## src/rtl/word_ptr.sv

```systemverilog
module word_ptr #(
  parameter int SEL_W  = 1,
  parameter int BYTE_W = 8,
  parameter int OFS_W  = 8
) (
  input  logic                          clk,
  input  logic                          rst_n,
  input  logic                          ld_sel,
  input  logic                          ld_hi,
  input  logic                          ld_lo,
  input  logic                          step,
  input  logic                          rd_mode,
  input  logic [SEL_W-1:0]              sel_in,
  input  logic [BYTE_W-1:0]             byte_in,
  output logic [SEL_W+2*BYTE_W-1:0]     addr
);
  localparam int ADDR_W = SEL_W + 2*BYTE_W;
  localparam int PAGE_W = ADDR_W - OFS_W;

  logic              any_ld;
  logic [ADDR_W-1:0] nxt_rd, nxt_wr, nxt;

  assign any_ld = ld_sel | ld_hi | ld_lo;
  assign nxt_rd = ADDR_W'(addr + 1'b1);
  assign nxt_wr = {addr[ADDR_W-1:OFS_W], OFS_W'(addr[OFS_W-1:0] + 1'b1)};
  assign nxt    = rd_mode ? nxt_rd : nxt_wr;

  always_ff @(posedge clk) begin
    if (!rst_n) begin
      addr <= '0;
    end else if (any_ld) begin
      if (ld_sel) addr[ADDR_W-1 -: SEL_W]    <= sel_in;
      if (ld_hi)  addr[2*BYTE_W-1 -: BYTE_W] <= byte_in;
      if (ld_lo)  addr[BYTE_W-1:0]           <= byte_in;
    end else if (step) begin
      addr <= nxt;
    end
  end

  a_r1_reset_zero: assert property (@(posedge clk) !rst_n |=> addr == '0);

  a_r2_sel_load: assert property (@(posedge clk) disable iff (!rst_n)
    ld_sel |=> addr[ADDR_W-1 -: SEL_W] == $past(sel_in));

  a_r4_lo_load: assert property (@(posedge clk) disable iff (!rst_n)
    ld_lo |=> addr[BYTE_W-1:0] == $past(byte_in));

  a_r5_write_page_kept: assert property (@(posedge clk) disable iff (!rst_n)
    (step && !rd_mode && !ld_sel && !ld_hi && !ld_lo)
      |=> addr[ADDR_W-1 -: PAGE_W] == $past(addr[ADDR_W-1 -: PAGE_W]));

  a_r6_read_full_wrap: assert property (@(posedge clk) disable iff (!rst_n)
    (step && rd_mode && !any_ld && (&addr)) |=> addr == '0);

  a_r7_load_no_step: assert property (@(posedge clk) disable iff (!rst_n)
    (step && ld_hi && !ld_sel && !ld_lo)
      |=> addr[BYTE_W-1:0] == $past(addr[BYTE_W-1:0]));

  a_r8_idle_hold: assert property (@(posedge clk) disable iff (!rst_n)
    (!step && !ld_sel && !ld_hi && !ld_lo) |=> $stable(addr));
endmodule

```

## config.mk

```make
export PLATFORM = sky130hd
export DESIGN_NAME = word_ptr
export DESIGN_NICKNAME = d
export VERILOG_FILES = /design/src/rtl/word_ptr.sv
export SDC_FILE = /design/constraint.sdc
export NUM_CORES = 1
export LEC_CHECK = 0
export ABC_AREA = 1
export BUFFER_PORTS_ARGS = -buffer_cell sky130_fd_sc_hd__buf_2
export CORE_MARGIN = 2
export CORE_UTILIZATION = 30
export CTS_BUF_LIST = sky130_fd_sc_hd__clkbuf_4
export DETAILED_ROUTE_END_ITERATION = 16
export SETUP_SLACK_MARGIN = 0.02
export SLEW_MARGIN = 25
export SYNTH_ARGS = -nofsm -noshare
export SYNTH_HDL_FRONTEND = slang
export SYNTH_SLANG_ARGS = --single-unit
```

## constraint.sdc

```tcl
create_clock -name clk -period 2.19 [get_ports clk]
set_input_delay 0.3285 -clock clk [delete_from_list [all_inputs] [get_ports clk]]
set_output_delay 0.3285 -clock clk [all_outputs]
set_load 0.005 [all_outputs]
```

---- Yosys cells after proc, flatten, opt, wreduce, memory -nomap -nowiden ----
Cells that the tools add are included.
word-level totals
  word-level logic and storage cells ...... 21
  register bits after elaboration ......... 17
  output and inout bits ................... 17
  input port bits ......................... 16
cells by class
  multiplexer cells ....................... 6
  reduce and logical (&&, ||, !) cells .... 5
  equality and inequality tests ........... 3
  $add $sub $neg .......................... 2
  bitwise logic cells ..................... 2
operators by type and width
  kind                                                             number
  17-bit two-way mux                                               3
  17-bit by 1-bit adder with 17-bit output, second input constant  1
  8-bit two-way mux                                                2
  8-bit by 1-bit adder with 8-bit output, second input constant    1
  2-bit != test, second input constant                             3
  3-bit AND reduction                                              2
  2-bit nonzero test                                               2
  1-bit bitwise OR                                                 2
  2-bit AND reduction                                              1
  1-bit two-way mux                                                1

---- Logic depth before layout (Yosys ltp) ----
  word-level depth ........................ 4
  depth in mapped cells ................... 8
  depth with buffers taken out ............ 8

---- Worst setup path before layout ----
No wires, ideal clock.
  path type ............................... input to register
  from .................................... input ld_hi
  to ...................................... register addr[11]
  setup time .............................. 115 ps
  data required time ...................... 2075 ps
  buffers on the path ..................... 1
  path slack .............................. 861 ps
  data arrival time ....................... 1214 ps
  stages on the path ...................... 8
  cells stage by stage .................... nor2_4 nand2_4 or2_4 o21ai_4 buf_6 nand2_1 nand2_1 a21oi_2
on the way
  word-level cells in the longest chain between the ends .. 4
  elaborated cells between the ends (all ways) .. 7
  those cells by class .................... eq/ne (1); mux (1); bitwise (2); reduce/logical (3)
RTL lines
  item                                                                         RTL line  source
  start: declaration                                                           9         input logic ld_hi,
  1-bit bitwise OR (2 in a row)                                                23        assign any_ld = ld_sel | ld_hi | ld_lo;
  2-bit != test (no source line) / 2-bit nonzero test (equally long branches)  --
  3-bit AND reduction (no source line)                                         --
  end signal: indexed assignment                                               32        if (ld_sel) addr[ADDR_W-1 -: SEL_W] <= sel_in;
  end signal: indexed assignment                                               33        if (ld_hi) addr[2*BYTE_W-1 -: BYTE_W] <= byte_in;
  end signal: indexed assignment                                               34        if (ld_lo) addr[BYTE_W-1:0] <= byte_in;
  end: declaration                                                             15        output logic [SEL_W+2*BYTE_W-1:0] addr
Parallel ways exist; a longest one is shown, timed or not.
A chain may end at the register's enable or synchronous reset.

---- Worst setup path after layout ----
  from .................................... register addr[0]
  to ...................................... register addr[12]
on the way
  word-level cells in the longest chain between the ends .. 4
RTL lines
  item                                      RTL line  source
  17-bit by 1-bit adder with 17-bit output  24        assign nxt_rd = ADDR_W'(addr + 1'b1);
  17-bit two-way mux                        26        assign nxt = rd_mode ? nxt_rd : nxt_wr;
  17-bit two-way mux                        35        end else if (step) begin
  17-bit two-way mux                        31        end else if (any_ld) begin
Every way passes these cells. The select of a mux whose other input is x is not followed.

==> flow_summary.toml <==
[route]
vias_per_cell = 4.82
first_pass_iters = 4
ant_nets = 0
drt-total-wl_mm = 3.42
drtIter0Drc = 74
vias = 1433
wl_per_cell_um = 11.5
route.detailed.drc = 0

[global_routing]
grt_pass1_vias = 1359
gr-total-overflow = 0
grt_pass1_wl_mm = 5.99
grt_antenna_before_repair = 0
grt_max_degree = 18
grtUsageTotal_pct = 14.9

[setup_path]
required_ns = 2.44
cp_max_fo = 6
critPathLaunchType = "flip-flop"
end_kind = "flip-flop"
crit_type = "flip-flop to flip-flop"
crit_arrival_ns = 1.76

[synthesis]
synth_area_leaders = "dfxtp_1, nand2_1, inv_1"
ys_seq_area_share_pct = 26.3
synth_cell_type_count = 25
yosysTopAreaCell = "dfxtp_1"
synthDominantCellAreaShare_pct = 26.3
syn_avg_cell_area_um2 = 6.04
yosysWarnings = 0
synth_nets = 231
syn_area_um2 = 1290
ys_seq_elements = 17
yosys_most_used_dff = "dfxtp_1"
syn_inst = 214
synth_edf_count = 0
postSynth.asyncResetShare_pct = 0

[power_and_ir_drop]
p_leak_nw = 0.761
p_total_uw = 738
power_density_nw_per_um2 = 484
ir_drop_mv = 0.196

[layout]
regArea_um2 = 340
antennaDiodeCount = 0
area_growth_pct = 18.0
drive_gt1_share_pct = 25.1
layoutNonFillerInstCount = 297
nets = 265
multi_input_area_um2 = 808
final_common_cell = "nand2_1"
largest_reg_flops = 17
regMostFlops = "addr"
final_area_um2 = 1530
final_cell_mix = "nand2_1, inv_1, buf_2"
reg_top3 = "addr: 17 flops"
fill_cells = 468
fin_util_pct = 37.3

[die]
start_util_pct = 31.6
dieHeight_um = 69.6
coreArea_um2 = 4090
ios = 33
die_width_um = 69.6
rows = 23
die_area_um2 = 4850

[timing]
skew_ns = 0.00589
setup_tns_ns = 0
rsz0062_at_grt = "false"
finalSetupViolCount = 0
max_slew.worst_pin.slew_ns = 0.550
period_share_pct = 69.0
setup_slack_ns = 0.680
relSlewSlack_pct = 63.2
drv_slew = 0
fin_hold_ws_ns = 0.303
period_needed_ns = 1.51
finalHoldViolations = 0
fmax_mhz = 662

[place]
place_area_um2 = 1500
hpwl_mm = 2.65
place.gp.congestion = 0.799
placedCellCount = 293
pre_cts_ws_ns = 0.619
io_buffers = 32

[run_status]
status = "completed"

[cts]
cts.repair.resized = 0
clockBufferDepth = 2
cts_buffers = 3
tritoncts = "yes"
cts_sinks = 17
hold_buffers = 0
clk_pin_slew_ns = 0.11
cts-root-buf = "clkbuf_4"
clock_latency_ns = 0.30
htree_levels = 1
cts_setup_buffers = 0

[min_path]
hold_path.class = "input pin to flip-flop"

[run]
drv_cap = 0
Yosys cell counts, types with 2 or more instances:
library cell and n:
a21oi_1 10, a21oi_2 9, a31oi_1 2, dfxtp_1 17
inv_1 32, nand2_1 51, nand3_1 20, nand4_1 2
nor2_1 31, nor2_2 8, o21ai_0 14, o21ai_1 4
or2_2 2
layout make-up:
cell class | count | share of cell area (%)
multi-input combinational | 161 | 53.0
sequential | 17 | 22.3
timing repair buffer | 32 | 10.5
inverter | 33 | 8.12
tap | 50 | 4.10
clock buffer | 4 | 1.97
logic make-up (layout without fill, tap and decap cells):
family,Yosys count,in the layout,share of synthesized area [%]
AOI/OAI and AO/OA,41,41,19.8
adders and majority gates,1,1,0.968
buffers and inverters,36,69,11.1
DFF,17,17,26.3
and+or+nand+nor,119,119,41.7
report_power, final:
part	total, mW	switching [mW]	internal (mW)
logic	0.176	0.103	0.0726
clock network	0.194	0.111	0.0835
registers	0.368	0.0334	0.335
total	0.738	0.247	0.491
path summary, 6_finish.rpt:
kind,end,start,slack [ns],cells after the start
worst min-delay path,addr[16],sel_in,0.30,3
worst max-delay path,addr[12],addr[0],0.68,7
worst max register to register,addr[12],addr[0],0.68,7
worst min register to register,addr[1],addr[1],0.55,2
per-layer routing:
metal / GRT usage, % / share of wire [%]
met1: 19.5 / 47
met2: 24.6 / 47
met3: 3.63 / 4.4
met4: 3.85 / 1.0
met5: 0 / 0
worst max-delay path: stages (launching register included):
cell and delay, ns:
dfxtp_1 0.43, ha_1 0.21, nand3_1 0.13, nor2_1 0.32, nand2_1 0.10, nand2_1 0.07
nand3_1 0.07, a21oi_2 0.12
Power figures use the tool's default switching activity.
